===== src/rtl/tps_pkg.sv =====
package tps_pkg;

    localparam int FRAME_LEN = 68;
    localparam int POS_W     = $clog2(FRAME_LEN);
    localparam int SYNC_W    = 16;
    localparam int SYNC_LAST = 16;
    localparam logic [SYNC_W-1:0] SYNC_EVEN = 16'h35EE;
    localparam logic [SYNC_W-1:0] SYNC_ODD  = 16'hCA11;

    // field positions (frame bit index of the MSB) and widths
    localparam int FNUM_POS  = 23;  localparam int FNUM_W  = 2;
    localparam int CONST_POS = 25;  localparam int CONST_W = 2;
    localparam int HIER_POS  = 27;  localparam int HIER_W  = 3;
    localparam int HP_POS    = 30;  localparam int RATE_W  = 3;
    localparam int LP_POS    = 33;
    localparam int GUARD_POS = 36;  localparam int GUARD_W = 2;
    localparam int MODE_POS  = 38;  localparam int MODE_W  = 2;
    localparam int CELL_POS  = 40;  localparam int CELL_W  = 8;

    // capture window: frame bits FNUM_POS .. WIN_LAST
    localparam int WIN_LAST  = CELL_POS + CELL_W - 1;
    localparam int WIN_W     = WIN_LAST - FNUM_POS + 1;
    localparam int HIST_W    = WIN_W - 1;

    typedef enum logic [1:0] {
        ST_HUNT    = 2'd0,
        ST_CONFIRM = 2'd1,
        ST_LOCK    = 2'd2
    } sync_state_e;

    typedef struct packed {
        logic [FNUM_W-1:0]  fnum;
        logic [CONST_W-1:0] constel;
        logic [HIER_W-1:0]  hier;
        logic [RATE_W-1:0]  hp_rate;
        logic [RATE_W-1:0]  lp_rate;
        logic [GUARD_W-1:0] guard;
        logic [MODE_W-1:0]  mode;
    } tps_params_t;

endpackage


===== src/rtl/tps_bit_shifter.sv =====
module tps_bit_shifter #(
    parameter int DEPTH = 24
) (
    input  logic             clk,
    input  logic             rst_n,
    input  logic             bit_vld_i,
    input  logic             bit_i,
    output logic [DEPTH-1:0] hist_o
);

    always_ff @(posedge clk) begin
        if (!rst_n) begin
            hist_o <= '0;
        end else if (bit_vld_i) begin
            hist_o <= {hist_o[DEPTH-2:0], bit_i};
        end
    end

endmodule


===== src/rtl/tps_sync_fsm.sv =====
module tps_sync_fsm
    import tps_pkg::*;
#(
    parameter int MISS_LIMIT = 2
) (
    input  logic              clk,
    input  logic              rst_n,
    input  logic              bit_vld_i,
    input  logic              bit_i,
    input  logic [SYNC_W-2:0] hist_i,
    output logic              locked_o,
    output logic              cap_o,
    output logic              frame_done_o,
    output logic              lock_lost_o
);

    localparam int MISS_W = $clog2(MISS_LIMIT + 1);

    sync_state_e        state_q, state_n;
    logic [POS_W-1:0]   pos_q, pos_n, pos_adv;
    logic               pol_q, pol_n;      // 1: last sync slot held the odd word
    logic               ok_q, ok_n;        // current frame's sync was good
    logic [MISS_W-1:0]  miss_q, miss_n;

    logic [SYNC_W-1:0]  win;
    logic               hit_even, hit_odd, hit_exp, at_sync, at_end;

    assign win      = {hist_i, bit_i};
    assign hit_even = (win == SYNC_EVEN);
    assign hit_odd  = (win == SYNC_ODD);
    assign hit_exp  = pol_q ? hit_even : hit_odd;
    assign at_sync  = (pos_q == POS_W'(SYNC_LAST));
    assign at_end   = (pos_q == POS_W'(FRAME_LEN - 1));
    assign pos_adv  = at_end ? '0 : pos_q + 1'b1;

    // state register
    always_ff @(posedge clk) begin
        if (!rst_n) begin
            state_q <= ST_HUNT;
            pos_q   <= '0;
            pol_q   <= 1'b0;
            ok_q    <= 1'b0;
            miss_q  <= '0;
        end else begin
            state_q <= state_n;
            pos_q   <= pos_n;
            pol_q   <= pol_n;
            ok_q    <= ok_n;
            miss_q  <= miss_n;
        end
    end

    // next state
    always_comb begin
        state_n = state_q;
        pos_n   = pos_q;
        pol_n   = pol_q;
        ok_n    = ok_q;
        miss_n  = miss_q;
        if (bit_vld_i) begin
            unique case (state_q)
                ST_HUNT: begin
                    if (hit_even || hit_odd) begin
                        state_n = ST_CONFIRM;
                        pos_n   = POS_W'(SYNC_LAST + 1);
                        pol_n   = hit_odd;
                    end
                end
                ST_CONFIRM: begin
                    pos_n = pos_adv;
                    if (at_sync) begin
                        if (hit_exp) begin
                            state_n = ST_LOCK;
                            pol_n   = ~pol_q;
                            ok_n    = 1'b1;
                            miss_n  = '0;
                        end else if (hit_even || hit_odd) begin
                            pol_n   = hit_odd;
                        end else begin
                            state_n = ST_HUNT;
                        end
                    end
                end
                ST_LOCK: begin
                    pos_n = pos_adv;
                    if (at_sync) begin
                        pol_n = ~pol_q;
                        if (hit_exp) begin
                            ok_n   = 1'b1;
                            miss_n = '0;
                        end else begin
                            ok_n = 1'b0;
                            if (miss_q == MISS_W'(MISS_LIMIT - 1)) begin
                                state_n = ST_HUNT;
                                miss_n  = '0;
                            end else begin
                                miss_n = miss_q + 1'b1;
                            end
                        end
                    end
                end
                default: state_n = ST_HUNT;
            endcase
        end
    end

    // outputs
    always_comb begin
        locked_o     = (state_q == ST_LOCK);
        cap_o        = bit_vld_i && (state_q != ST_HUNT) &&
                       (pos_q == POS_W'(WIN_LAST));
        frame_done_o = bit_vld_i && (state_q == ST_LOCK) && at_end && ok_q;
        lock_lost_o  = (state_q == ST_LOCK) && (state_n == ST_HUNT);
    end


    idle_hold_chk: assert property (@(posedge clk) disable iff (!rst_n)
        !bit_vld_i |=> $stable(pos_q) && $stable(state_q));


    lock_entry_chk: assert property (@(posedge clk) disable iff (!rst_n)
        $rose(locked_o) |-> ($past(state_q) == ST_CONFIRM) && $past(bit_vld_i));


    drop_count_chk: assert property (@(posedge clk) disable iff (!rst_n)
        $fell(locked_o) |-> ($past(miss_q) == MISS_W'(MISS_LIMIT - 1)));


    pos_range_chk: assert property (@(posedge clk) disable iff (!rst_n)
        pos_q <= POS_W'(FRAME_LEN - 1));

endmodule


===== src/rtl/tps_field_regs.sv =====
module tps_field_regs
    import tps_pkg::*;
(
    input  logic              clk,
    input  logic              rst_n,
    input  logic              cap_i,
    input  logic              frame_done_i,
    input  logic              lock_lost_i,
    input  logic [HIST_W-1:0] hist_i,
    input  logic              bit_i,
    output tps_params_t       params_o,
    output logic [15:0]       cell_id_o,
    output logic              cell_vld_o
);

    // stage[WIN_LAST - k] holds frame bit k
    logic [WIN_W-1:0] stage_q;
    logic             hi_seen_q, lo_seen_q;
    tps_params_t      dec;
    logic [CELL_W-1:0] cell_byte;

    always_comb begin
        dec.fnum    = stage_q[WIN_LAST - FNUM_POS  -: FNUM_W];
        dec.constel = stage_q[WIN_LAST - CONST_POS -: CONST_W];
        dec.hier    = stage_q[WIN_LAST - HIER_POS  -: HIER_W];
        dec.hp_rate = stage_q[WIN_LAST - HP_POS    -: RATE_W];
        dec.lp_rate = stage_q[WIN_LAST - LP_POS    -: RATE_W];
        dec.guard   = stage_q[WIN_LAST - GUARD_POS -: GUARD_W];
        dec.mode    = stage_q[WIN_LAST - MODE_POS  -: MODE_W];
        cell_byte   = stage_q[WIN_LAST - CELL_POS  -: CELL_W];
    end

    always_ff @(posedge clk) begin
        if (!rst_n) begin
            stage_q   <= '0;
            params_o  <= '0;
            cell_id_o <= '0;
            hi_seen_q <= 1'b0;
            lo_seen_q <= 1'b0;
        end else begin
            if (cap_i) begin
                stage_q <= {hist_i, bit_i};
            end
            if (lock_lost_i) begin
                hi_seen_q <= 1'b0;
                lo_seen_q <= 1'b0;
                cell_id_o <= '0;
            end else if (frame_done_i) begin
                params_o <= dec;
                if (!dec.fnum[0]) begin
                    cell_id_o[15:8] <= cell_byte;
                    hi_seen_q       <= 1'b1;
                end else begin
                    cell_id_o[7:0]  <= cell_byte;
                    lo_seen_q       <= 1'b1;
                end
            end
        end
    end

    assign cell_vld_o = hi_seen_q && lo_seen_q;


    param_hold_chk: assert property (@(posedge clk) disable iff (!rst_n)
        !frame_done_i |=> $stable(params_o));


    cid_rise_chk: assert property (@(posedge clk) disable iff (!rst_n)
        $rose(cell_vld_o) |-> $past(frame_done_i));


    cid_clear_chk: assert property (@(posedge clk) disable iff (!rst_n)
        lock_lost_i |=> !cell_vld_o);

endmodule


===== src/rtl/tps_frame_extractor.sv =====
module tps_frame_extractor
    import tps_pkg::*;
#(
    parameter int MISS_LIMIT = 2
) (
    input  logic        clk,
    input  logic        rst_n,
    input  logic        tps_vld_i,
    input  logic        tps_bit_i,
    output logic        locked_o,
    output logic [1:0]  frame_idx_o,
    output logic [1:0]  mode_o,
    output logic [1:0]  guard_o,
    output logic [1:0]  constel_o,
    output logic [2:0]  hier_o,
    output logic [2:0]  hp_rate_o,
    output logic [2:0]  lp_rate_o,
    output logic [15:0] cell_id_o,
    output logic        cell_id_vld_o
);

    logic [HIST_W-1:0] hist;
    logic              cap, frame_done, lock_lost;
    tps_params_t       params;

    tps_bit_shifter #(.DEPTH(HIST_W)) shifter_i (
        .clk       (clk),
        .rst_n     (rst_n),
        .bit_vld_i (tps_vld_i),
        .bit_i     (tps_bit_i),
        .hist_o    (hist)
    );

    tps_sync_fsm #(.MISS_LIMIT(MISS_LIMIT)) sync_i (
        .clk          (clk),
        .rst_n        (rst_n),
        .bit_vld_i    (tps_vld_i),
        .bit_i        (tps_bit_i),
        .hist_i       (hist[SYNC_W-2:0]),
        .locked_o     (locked_o),
        .cap_o        (cap),
        .frame_done_o (frame_done),
        .lock_lost_o  (lock_lost)
    );

    tps_field_regs fields_i (
        .clk          (clk),
        .rst_n        (rst_n),
        .cap_i        (cap),
        .frame_done_i (frame_done),
        .lock_lost_i  (lock_lost),
        .hist_i       (hist),
        .bit_i        (tps_bit_i),
        .params_o     (params),
        .cell_id_o    (cell_id_o),
        .cell_vld_o   (cell_id_vld_o)
    );

    assign frame_idx_o = params.fnum;
    assign mode_o      = params.mode;
    assign guard_o     = params.guard;
    assign constel_o   = params.constel;
    assign hier_o      = params.hier;
    assign hp_rate_o   = params.hp_rate;
    assign lp_rate_o   = params.lp_rate;

endmodule


===== config.mk =====
export PLATFORM = sky130hd
export DESIGN_NAME = tps_frame_extractor
export DESIGN_NICKNAME = d
export VERILOG_FILES = /design/src/rtl/tps_pkg.sv /design/src/rtl/tps_bit_shifter.sv /design/src/rtl/tps_sync_fsm.sv /design/src/rtl/tps_field_regs.sv /design/src/rtl/tps_frame_extractor.sv
export SDC_FILE = /design/constraint.sdc
export NUM_CORES = 1
export LEC_CHECK = 0
export BUFFER_PORTS_ARGS = -buffer_cell sky130_fd_sc_hd__buf_2
export CORE_ASPECT_RATIO = 0.75
export CORE_MARGIN = 4
export CORE_UTILIZATION = 29
export DETAILED_ROUTE_END_ITERATION = 8
export SYNTH_ARGS = -nofsm -noshare
export SYNTH_HDL_FRONTEND = slang
export SYNTH_HIERARCHICAL = 1
export SYNTH_SLANG_ARGS = --single-unit

===== constraint.sdc =====
create_clock -name clk -period 4.45 [get_ports clk]
set_input_delay 0.6675 -clock clk [delete_from_list [all_inputs] [get_ports clk]]
set_output_delay 0.6675 -clock clk [all_outputs]
set_load 0.03 [all_outputs]

==> flow_summary.toml, run 1 <==
[grt]
grt_pass1_vias = 2832
grt_max_degree = 46
antenna_found_initial = 0
gr-total-overflow = 0
grt_pass1_wl_um = 13800
grt_util_all_layers_pct = 10.11

[floorplanning]
core_um2 = 14450
fp-row-count = 38
start_util_pct = 29.66
boundaryPins = 39
die_h_um = 113.3
fp.dieW_um = 148.4
die-area_um2 = 16810

[critical_path]
crit_path_start_kind = "flop"
cp.required_ns = 4.71
ff2ff_path_depth = 11
critPathCaptureType = "flop"
reg2reg_from = "sync_i/pos_q[0]$_SDFFE_PN0P_"
critPathMaxFanout = 17
r2r-end = "fields_i/params_o[8]$_SDFFE_PN0P_"
path_class = "reg -> reg"
worstPathArrival_ns = 3.17
reg2reg_slack_ns = 1.54

[run_status]
outcome = "completed"

[synth]
synthXorXnorAreaFrac_pct = 0
synth_top_family_by_area = "simple AND/OR/NAND/NOR gates"
postSynthCellCount = 439
synth_compound_area_share_pct = 10.45
synth_edf_count = 0
yosysWarningCount = 6
syn-num-nets = 449
ys.flop_type = "dfxtp_1"
synth.avg_cell_area_um2 = 9.764
synthTopCellsByCount = "dfxtp_1, nand2_1, mux2i_1, nor2b_1, a21oi_1"
yosys.area.top_type = "dfxtp_1"
synthAdderAreaFrac_pct = 1.751
ys_seq_area_share_pct = 45.30
post-synth-top-count-cell = "dfxtp_1"
synth_area_um2 = 4287
ys_seq_elements = 97
yosysTopAreaCellShare_pct = 45.30
synth.distinct_cells = 47
synthArstFlopShare_pct = 0
synth-simple-area-share_pct = 24.90
yosys-top-cells-area = "dfxtp_1, mux2i_1, nor2b_1, nand2_1, a21oi_1"
synthMuxAreaShare_pct = 12.20

[clocking]
clk_pin_slew_ns = 0.06
clock_sinks = 97
ctsResizeCount = 0
post-cts-setup-buffer-count = 0
cts_root_buf = "clkbuf_16"
cts_buffers = 9
clk_latency_ns = 0.34
ctsLongestPathBuffers = 2
cts_hold_buf = 0
tritoncts = "done"
htreeDepth = 3

[routing]
viasPerCell = 4.519
ant_nets = 0
routedWlPerCell_um = 12.52
routed_wl_um = 8414
first_pass_iters = 4
drc = 0
vias = 3037
drtIter0Drc = 305

[timing]
finalMaxSlewViolations = 0
fmax_mhz = 343.3
post-route-period-util_pct = 65.46
hold_violations = 0
rsz0062_at_grt = "no"
relSlewSlack_pct = 53.51
setup_tns_ns = 0
fin_skew_ns = 0.006116
fin_crit_ns = 2.913
whs_ns = 0.4496
worstMarginPinSlew_ns = 0.6973
setup_viol = 0

[finish]
fin_area_um2 = 4847
nNetsFinal = 477
area_growth_pct = 13.08
final_util_pct = 33.54
drive_gt1_share_pct = 14.62
diodes = 0

[power_and_ir_drop]
cellLeakagePower_nw = 1.723
ir_drop_mv = 0.1371
power_density_nw_per_um2 = 338.1
report.power.total_mw = 1.639

[run]
max-cap-violations = 0

[placement]
dp_hpwl_um = 5859
portBuffers = 38
globalplace.congestion = 0.7907
place_area_um2 = 4563

[min_path]
worst_hold_path_type = "reg -> reg"
hold_depth = 2
worstHoldStart = "fields_i/params_o[6]$_SDFFE_PN0P_"
whs_endpoint = "fields_i/params_o[6]$_SDFFE_PN0P_"
-- layer usage --
layer / vias to the layer above / global-route usage, % / wire (um)
met1: 1411 / 14.16 / 4253
met4: 0 / 2.954 / 70
met3: 8 / 3.243 / 468
met2: 62 / 14.93 / 3621
met5: - / 0 / 0
li1: 1556 / - / -
-- power by group --
group | switching (mW) | internal (mW)
sequential | 0.00195 | 0.869
clock | 0.317 | 0.412
combinational | 0.0218 | 0.0170
-- state kept, by name, summed over array words and instances, names as in the netlist --
signal / cells
shifter_i/hist_o: 24
sync_i/pol_q: 1
fields_i/hi_seen_q: 1
sync_i/pos_q: 7
sync_i/ok_q: 1
sync_i/state_q: 2
fields_i/params_o: 17
fields_i/stage_q: 25
fields_i/cell_id_o: 16
sync_i/miss_q: 2
fields_i/lo_seen_q: 1
-- cells in the final DEF (no fill, tap or decap), drive strengths merged, types with 4 or more instances in the layout --
master / Yosys / routed
buf: 18 / 41
nand2: 70 / 70
mux2i: 51 / 51
clkbuf: 6 / 13
a21boi: 18 / 18
nor2: 10 / 10
a21oi: 25 / 25
and4bb: 4 / 4
o21ai: 11 / 11
ha: 6 / 6
dfxtp: 97 / 97
and3: 5 / 5
and2: 4 / 4
nand3: 13 / 13
nor2b: 50 / 50
nand2b: 4 / 4
inv: 12 / 13
-- through the flow --
step | std cells | worst slack (ns)
CTS | 672 | 1.541
detailed placement | 656 | 1.403
finish | 672 | 1.537
global route | 672 | 1.212
floorplan | 439 | 2.054
global placement | 656 | 1.498
-- critical path, stage by stage (launching register included) --
cell	delay, ns
dfxtp_1	0.35
inv_1	0.07
ha_1	0.14
nand2_1	0.08
nor4b_4	0.44
nand3b_1	0.15
o21ai_1	0.21
a41oi_1	0.15
nor3b_1	0.30
nand2b_1	0.58
nand2_1	0.13
a21boi_0	0.21
-- final cells by class --
class,instances,area (um^2)
fill,1473,9607
multi-input combinational,306,2113
sequential,97,1942
clock buffer,13,260.3
tap,200,250.2
timing repair buffer,41,212.7
inverter,12,45.04
clock inverter,3,23.77
-- cells by family (layout without fill, tap and decap cells) --
family | after synthesis | count (layout)
mux | 51 | 51
flops | 97 | 97
simple gates | 182 | 182
buf+inv | 36 | 69
fa+ha+maj | 6 | 6
compound gates | 67 | 67
-- worst max path at each step --
stage	from	endpoint	slack (ns)	cells after the start
2_1_floorplan	tps_bit_i	fields_i/params_o[12]$_SDFFE_PN0P_	2.05	10
3_3_place_gp	tps_bit_i	fields_i/params_o[7]$_SDFFE_PN0P_	1.50	9
3_5_place_dp	tps_bit_i	fields_i/params_o[8]$_SDFFE_PN0P_	1.40	9
4_1_cts	sync_i/pos_q[0]$_SDFFE_PN0P_	fields_i/params_o[8]$_SDFFE_PN0P_	1.54	11
5_1_grt	sync_i/pos_q[0]$_SDFFE_PN0P_	fields_i/params_o[11]$_SDFFE_PN0P_	1.21	11
6_report	sync_i/pos_q[0]$_SDFFE_PN0P_	fields_i/params_o[8]$_SDFFE_PN0P_	1.54	11
No activity file was read; power rests on OpenSTA's default activity.
==> inputs of run 2 (changes only) <==
==> constraint.sdc (replaced) <==
create_clock -name clk -period 2.9 [get_ports clk]
set_input_delay 0.435 -clock clk [delete_from_list [all_inputs] [get_ports clk]]
set_output_delay 0.435 -clock clk [all_outputs]
set_load 0.03 [all_outputs]
==> run 2 against run 1 <==
Global-route usage up 0.17 points. First-iteration DRC count decreased by 52%. Sequential power grew 54%. Largest cell class unchanged.
==> flow_summary.toml, run 2 (synthesis results as in run 1) <==
[routing]
drtIter0Drc = 146
first_pass_iters = 4
routed_wl_um = 8350
routedWlPerCell_um = 12.35
ant_nets = 0
drc = 0
vias = 3044
viasPerCell = 4.503

[timing]
relSlewSlack_pct = 59.23
fin_skew_ns = 0.004767
finalMaxSlewViolations = 0
layout_setup_ws_ns = 0.2690
post-route-period-util_pct = 90.73
fmax_mhz = 380.1
worstMarginPinSlew_ns = 0.6103
fin_crit_ns = 2.631
whs_ns = 0.4214
rsz0062_at_grt = "no"
hold_violations = 0
setup_tns_ns = 0
setup_viol = 0

[finish]
fin_area_um2 = 4857
largest_reg_flops = 25
largest-register = "fields_i/stage_q"
area_growth_pct = 13.31
final_common_cell = "dfxtp_1"
final_cell_mix = "dfxtp_1, nand2_1, nor2b_1, mux2i_1, buf_2"
fillCellCount = 1512
final_util_pct = 33.60
diodes = 0
final_cell_count_no_fill = 676
drive_gt1_share_pct = 15.13
largest_registers = "fields_i/stage_q x25, shifter_i/hist_o x24, fields_i/params_o x17"
nNetsFinal = 481

[critical_path]
cp.required_ns = 3.16
worstPathArrival_ns = 2.89
critPathCaptureType = "flop"
critPathMaxFanout = 17
crit_path_start_kind = "flop"
path_class = "reg -> reg"

[power_and_ir_drop]
power_density_nw_per_um2 = 507.5
ir_drop_mv = 0.2280
cellLeakagePower_nw = 1.741
report.power.total_mw = 2.465
p_int_mw = 1.944
sw_frac_of_total_pct = 21.14
p_switching_mw = 0.5212
seqPwrFrac_pct = 54.2
clockPowerShare_pct = 43.4
combPwrFrac_pct = 2.4

[floorplanning]
core_um2 = 14450
die_h_um = 113.3
fp-row-count = 38
die-area_um2 = 16810
fp.dieW_um = 148.4
start_util_pct = 29.66
boundaryPins = 39

[clocking]
ctsLongestPathBuffers = 2
cts_buffers = 9
ctsResizeCount = 0
clk_pin_slew_ns = 0.06
cts_hold_buf = 0
clk_latency_ns = 0.34
tritoncts = "done"
cts_root_buf = "clkbuf_16"
htreeDepth = 3
post-cts-setup-buffer-count = 0
clock_sinks = 97

[placement]
portBuffers = 38
dp.cells = 660
globalplace.congestion = 0.8358
preCtsSetupSlack_ns = 0.3763
place_area_um2 = 4593
dp_hpwl_um = 5793

[run_status]
outcome = "completed"

[grt]
antenna_found_initial = 0
grt_pass1_wl_um = 14320
grt_max_degree = 41
grt_pass1_vias = 2871
grt_util_all_layers_pct = 10.28
gr-total-overflow = 0

[run]
max-cap-violations = 0

[min_path]
worst_hold_path_type = "in -> reg"
-- run 2: layer usage --
metal / vias to the layer above / GRT usage [%] / wire length [um]
li1: 1567 / - / -
met1: 1421 / 14.15 / 4318
met4: 0 / 3.508 / 116
met3: 13 / 2.322 / 274
met5: - / 0 / 0
met2: 43 / 15.96 / 3641
-- run 2: worst paths after layout --
kind / endpoint / start / cells after the start / slack, ns
worst max register to register: fields_i/params_o[13]$_SDFFE_PN0P_ / sync_i/pos_q[0]$_SDFFE_PN0P_ / 12 / 0.27
worst max-delay path: fields_i/params_o[13]$_SDFFE_PN0P_ / sync_i/pos_q[0]$_SDFFE_PN0P_ / 12 / 0.27
worst min register to register: fields_i/cell_id_o[9]$_SDFFE_PP0P_ / fields_i/cell_id_o[9]$_SDFFE_PP0P_ / 2 / 0.45
worst min-delay path: shifter_i/hist_o[0]$_SDFFE_PN0P_ / tps_bit_i / 3 / 0.42
-- run 2: layout make-up --
type / instances / area, um^2 / area share [%]
flip-flops and latches: 97 / 1942 / 39.98
clock inverters: 4 / 27.53 / 0.5667
clock buffers: 12 / 236.5 / 4.869
repair buffers: 45 / 242.7 / 4.997
well taps: 200 / 250.2 / 5.152
multi-input cells: 306 / 2113 / 43.51
inverters: 12 / 45.04 / 0.9274
-- run 2: worst max-delay path, stage by stage (launching register included) --
cell	delay (ns)
dfxtp_1	0.35
inv_1	0.08
ha_1	0.14
nand2_1	0.08
nor4b_4	0.43
nand3b_1	0.14
o21ai_1	0.25
a41oi_1	0.17
nor3b_1	0.31
nand2b_1	0.14
buf_4	0.22
nand2_1	0.07
a21boi_0	0.18
-- run 2: power groups by stage --
stage               Combinational, mW  Sequential [mW]  Clock, mW
floorplan                      0.0539             1.37          0
global placement               0.0593             1.37          0
detailed placement             0.0599             1.37          0
CTS                            0.0601             1.34       1.10
global route                   0.0643             1.34       1.16
finish                         0.0595             1.34       1.07
==> inputs of run 3 (changes only) <==
--- a/config.mk
+++ b/config.mk
@@ -5,6 +5,8 @@
 export SDC_FILE = /design/constraint.sdc
 export NUM_CORES = 1
 export LEC_CHECK = 0
+export ABC_AREA = 1
+export ABC_CLOCK_PERIOD_IN_PS = 2900
 export BUFFER_PORTS_ARGS = -buffer_cell sky130_fd_sc_hd__buf_2
 export CORE_ASPECT_RATIO = 0.75
 export CORE_MARGIN = 4
==> run 3 against run 2 <==
Worst hold slack lost 0.036 ns. Clock skew grew 0.0036 ns. Critical path type unchanged. Final cell count grew 28%. Largest power group unchanged.
==> flow_summary.toml, run 3 <==
[floorplanning]
start_util_pct = 29.99
fp-row-count = 38
die-area_um2 = 17200
die_h_um = 114.6
core_um2 = 14640
boundaryPins = 39
fp.dieW_um = 150.1

[grt]
antenna_found_initial = 0
grt_pass1_vias = 3371
gr-total-overflow = 0
grt_util_all_layers_pct = 11.75
grt_pass1_wl_um = 16390
grt_max_degree = 53

[critical_path]
reg2reg_from = "sync_i/pos_q[0]$_SDFFE_PN0P_"
critical_path.cell_chain = "inv_1 -> ha_1 -> nand4_1 -> inv_1 -> nand3_1 -> nand3_1 -> nand2_1 -> inv_1 -> nand2_1 -> nand2_1 -> nand2_1 -> nor2_1 -> inv_4 -> nand2_1 -> buf_4 -> a21oi_1"
critPathCaptureType = "flop"
crit_buf_inv = 5
critPathMaxFanout = 10
crit_family = "simple AND/OR/NAND/NOR gates"
cpMostUsedCell = "nand2_1"
path_class = "reg -> reg"
r2r-end = "fields_i/cell_id_o[4]$_SDFFE_PP0P_"
worstPathArrival_ns = 2.43
reg2reg_slack_ns = 0.70
ff2ff_path_depth = 16
crit_path_max_incr_delay_ns = 0.32
slowest_stage = "dfxtp_1"
cp.required_ns = 3.13
crit_path_start_kind = "flop"

[clocking]
clk_pin_slew_ns = 0.07
cts_buffers = 9
clock_sinks = 97
ctsResizeCount = 0
ctsLongestPathBuffers = 2
htreeDepth = 3
cts_hold_buf = 0
tritoncts = "done"
post-cts-setup-buffer-count = 0
cts_root_buf = "clkbuf_16"
clk_latency_ns = 0.34

[timing]
finalMaxSlewViolations = 0
fin_crit_ns = 2.203
post-route-period-util_pct = 75.96
fmax_mhz = 453.9
relSlewSlack_pct = 57.71
worstMarginPinSlew_ns = 0.6344
rsz0062_at_grt = "no"
fin_skew_ns = 0.008346
hold_violations = 0
setup_tns_ns = 0
setup_viol = 0

[synth]
synth_top_family_by_area = "simple AND/OR/NAND/NOR gates"
ys_seq_elements = 97
ys_seq_area_share_pct = 44.22
yosysTopAreaCellShare_pct = 44.22
synth_compound_area_share_pct = 7.179
synth.distinct_cells = 33
yosysWarningCount = 6
synthAdderAreaFrac_pct = 1.709
yosys.area.top_type = "dfxtp_1"
postSynthCellCount = 631
synth-simple-area-share_pct = 35.75
synth_area_um2 = 4392
syn-num-nets = 641
synth.avg_cell_area_um2 = 6.960
post-synth-top-count-cell = "nor2_1"
ys.flop_type = "dfxtp_1"
yosys-top-cells-area = "dfxtp_1, nor2_1, nand2_1, inv_1, nand3_1"
synthXorXnorAreaFrac_pct = 0.1994
synthArstFlopShare_pct = 0
synth_edf_count = 0
synthMuxAreaShare_pct = 0
synthTopCellsByCount = "nor2_1, nand2_1, dfxtp_1"

[power_and_ir_drop]
power_density_nw_per_um2 = 513.9
cellLeakagePower_nw = 2.186
report.power.total_mw = 2.565
ir_drop_mv = 0.3029

[finish]
fillCellCount = 1657
final_util_pct = 34.08
largest-register = "fields_i/stage_q"
largest_registers = "fields_i/stage_q x25, shifter_i/hist_o x24, fields_i/params_o x17"
final_common_cell = "nor2_1"
nNetsFinal = 673
diodes = 0
final_cell_mix = "nor2_1, nand2_1, dfxtp_1"
drive_gt1_share_pct = 13.77
largest_reg_flops = 25
area_growth_pct = 13.65

[routing]
first_pass_iters = 5
routed_wl_um = 9334
vias = 3733
drc = 0
viasPerCell = 4.301
ant_nets = 0
routedWlPerCell_um = 10.75
drtIter0Drc = 204

[min_path]
worstHoldStart = "tps_bit_i"
hold_depth = 3
whs_endpoint = "fields_i/stage_q[0]$_SDFFE_PN0P_"
worst_hold_path_type = "in -> reg"

[placement]
dp_hpwl_um = 6359
globalplace.congestion = 0.8098
portBuffers = 38

[run_status]
outcome = "completed"

[run]
max-cap-violations = 0
run 3: area by class of cell:
| class | instances | area (um^2) | area share, % |
|---|---|---|---|
| clock inverter | 4 | 30.03 | 0.6017 |
| tap | 200 | 250.2 | 5.014 |
| inverter | 78 | 297.8 | 5.966 |
| timing repair buffer | 47 | 257.7 | 5.164 |
| clock buffer | 12 | 236.5 | 4.738 |
| multi-input combinational | 430 | 1977 | 39.61 |
| sequential | 97 | 1942 | 38.91 |
run 3: where the power goes:
part / leakage (nW) / switching (mW) / internal, mW / total [mW]
combinational: 1.27 / 0.0711 / 0.0360 / 0.107
sequential: 0.786 / 0.0221 / 1.35 / 1.38
clock: 0.127 / 0.498 / 0.584 / 1.08
total: 2.19 / 0.591 / 1.97 / 2.56
run 3: metrics by stage:
stage	setup WS (ns)	instances	area, um^2	hold slack [ns]
after floorplan	0.7841	631	4392	0.4155
after global placement	0.6679	852	4725	0.4327
after detailed placement	0.6218	852	4725	0.4374
after CTS	0.6931	868	4991	0.3665
after global routing	0.3602	868	4991	0.4001
final	0.6970	868	4991	0.3849
run 3: cells by family (layout without fill, tap and decap cells):
kind of cell,Yosys count,in the layout
buffers and inverters,104,141
AND/OR/NAND/NOR,366,366
adder cells (fa/ha/maj),6,6
AO/OA/AOI/OAI,57,57
XOR/XNOR,1,1
flip-flops,97,97
run 3: how the worst max path moves through the flow:
stage	from	to	slack, ns	cells past startpoint
6_report	sync_i/pos_q[0]$_SDFFE_PN0P_	fields_i/cell_id_o[4]$_SDFFE_PP0P_	0.70	16
5_1_grt	sync_i/pos_q[0]$_SDFFE_PN0P_	fields_i/params_o[0]$_SDFFE_PN0P_	0.36	17
4_1_cts	sync_i/pos_q[0]$_SDFFE_PN0P_	fields_i/cell_id_o[4]$_SDFFE_PP0P_	0.69	16
3_5_place_dp	tps_bit_i	fields_i/cell_id_o[4]$_SDFFE_PP0P_	0.62	16
3_3_place_gp	tps_bit_i	fields_i/lo_seen_q$_SDFFE_PP0P_	0.67	16
2_1_floorplan	tps_bit_i	fields_i/params_o[3]$_SDFFE_PN0P_	0.78	15
run 3: metal layers:
| layer | global-route usage [%] | routed length, um | share of wire, % |
|---|---|---|---|
| met5 | 0 | 0 | 0 |
| met3 | 3.364 | 393 | 4.2 |
| met4 | 3.291 | 106 | 1.1 |
| met2 | 17.01 | 3836 | 41 |
| met1 | 17.00 | 4997 | 54 |
run 3: worst min-delay path: stages:
cell    delay [ns]
buf_2         0.10
nor2_1        0.06
nor2_1        0.09
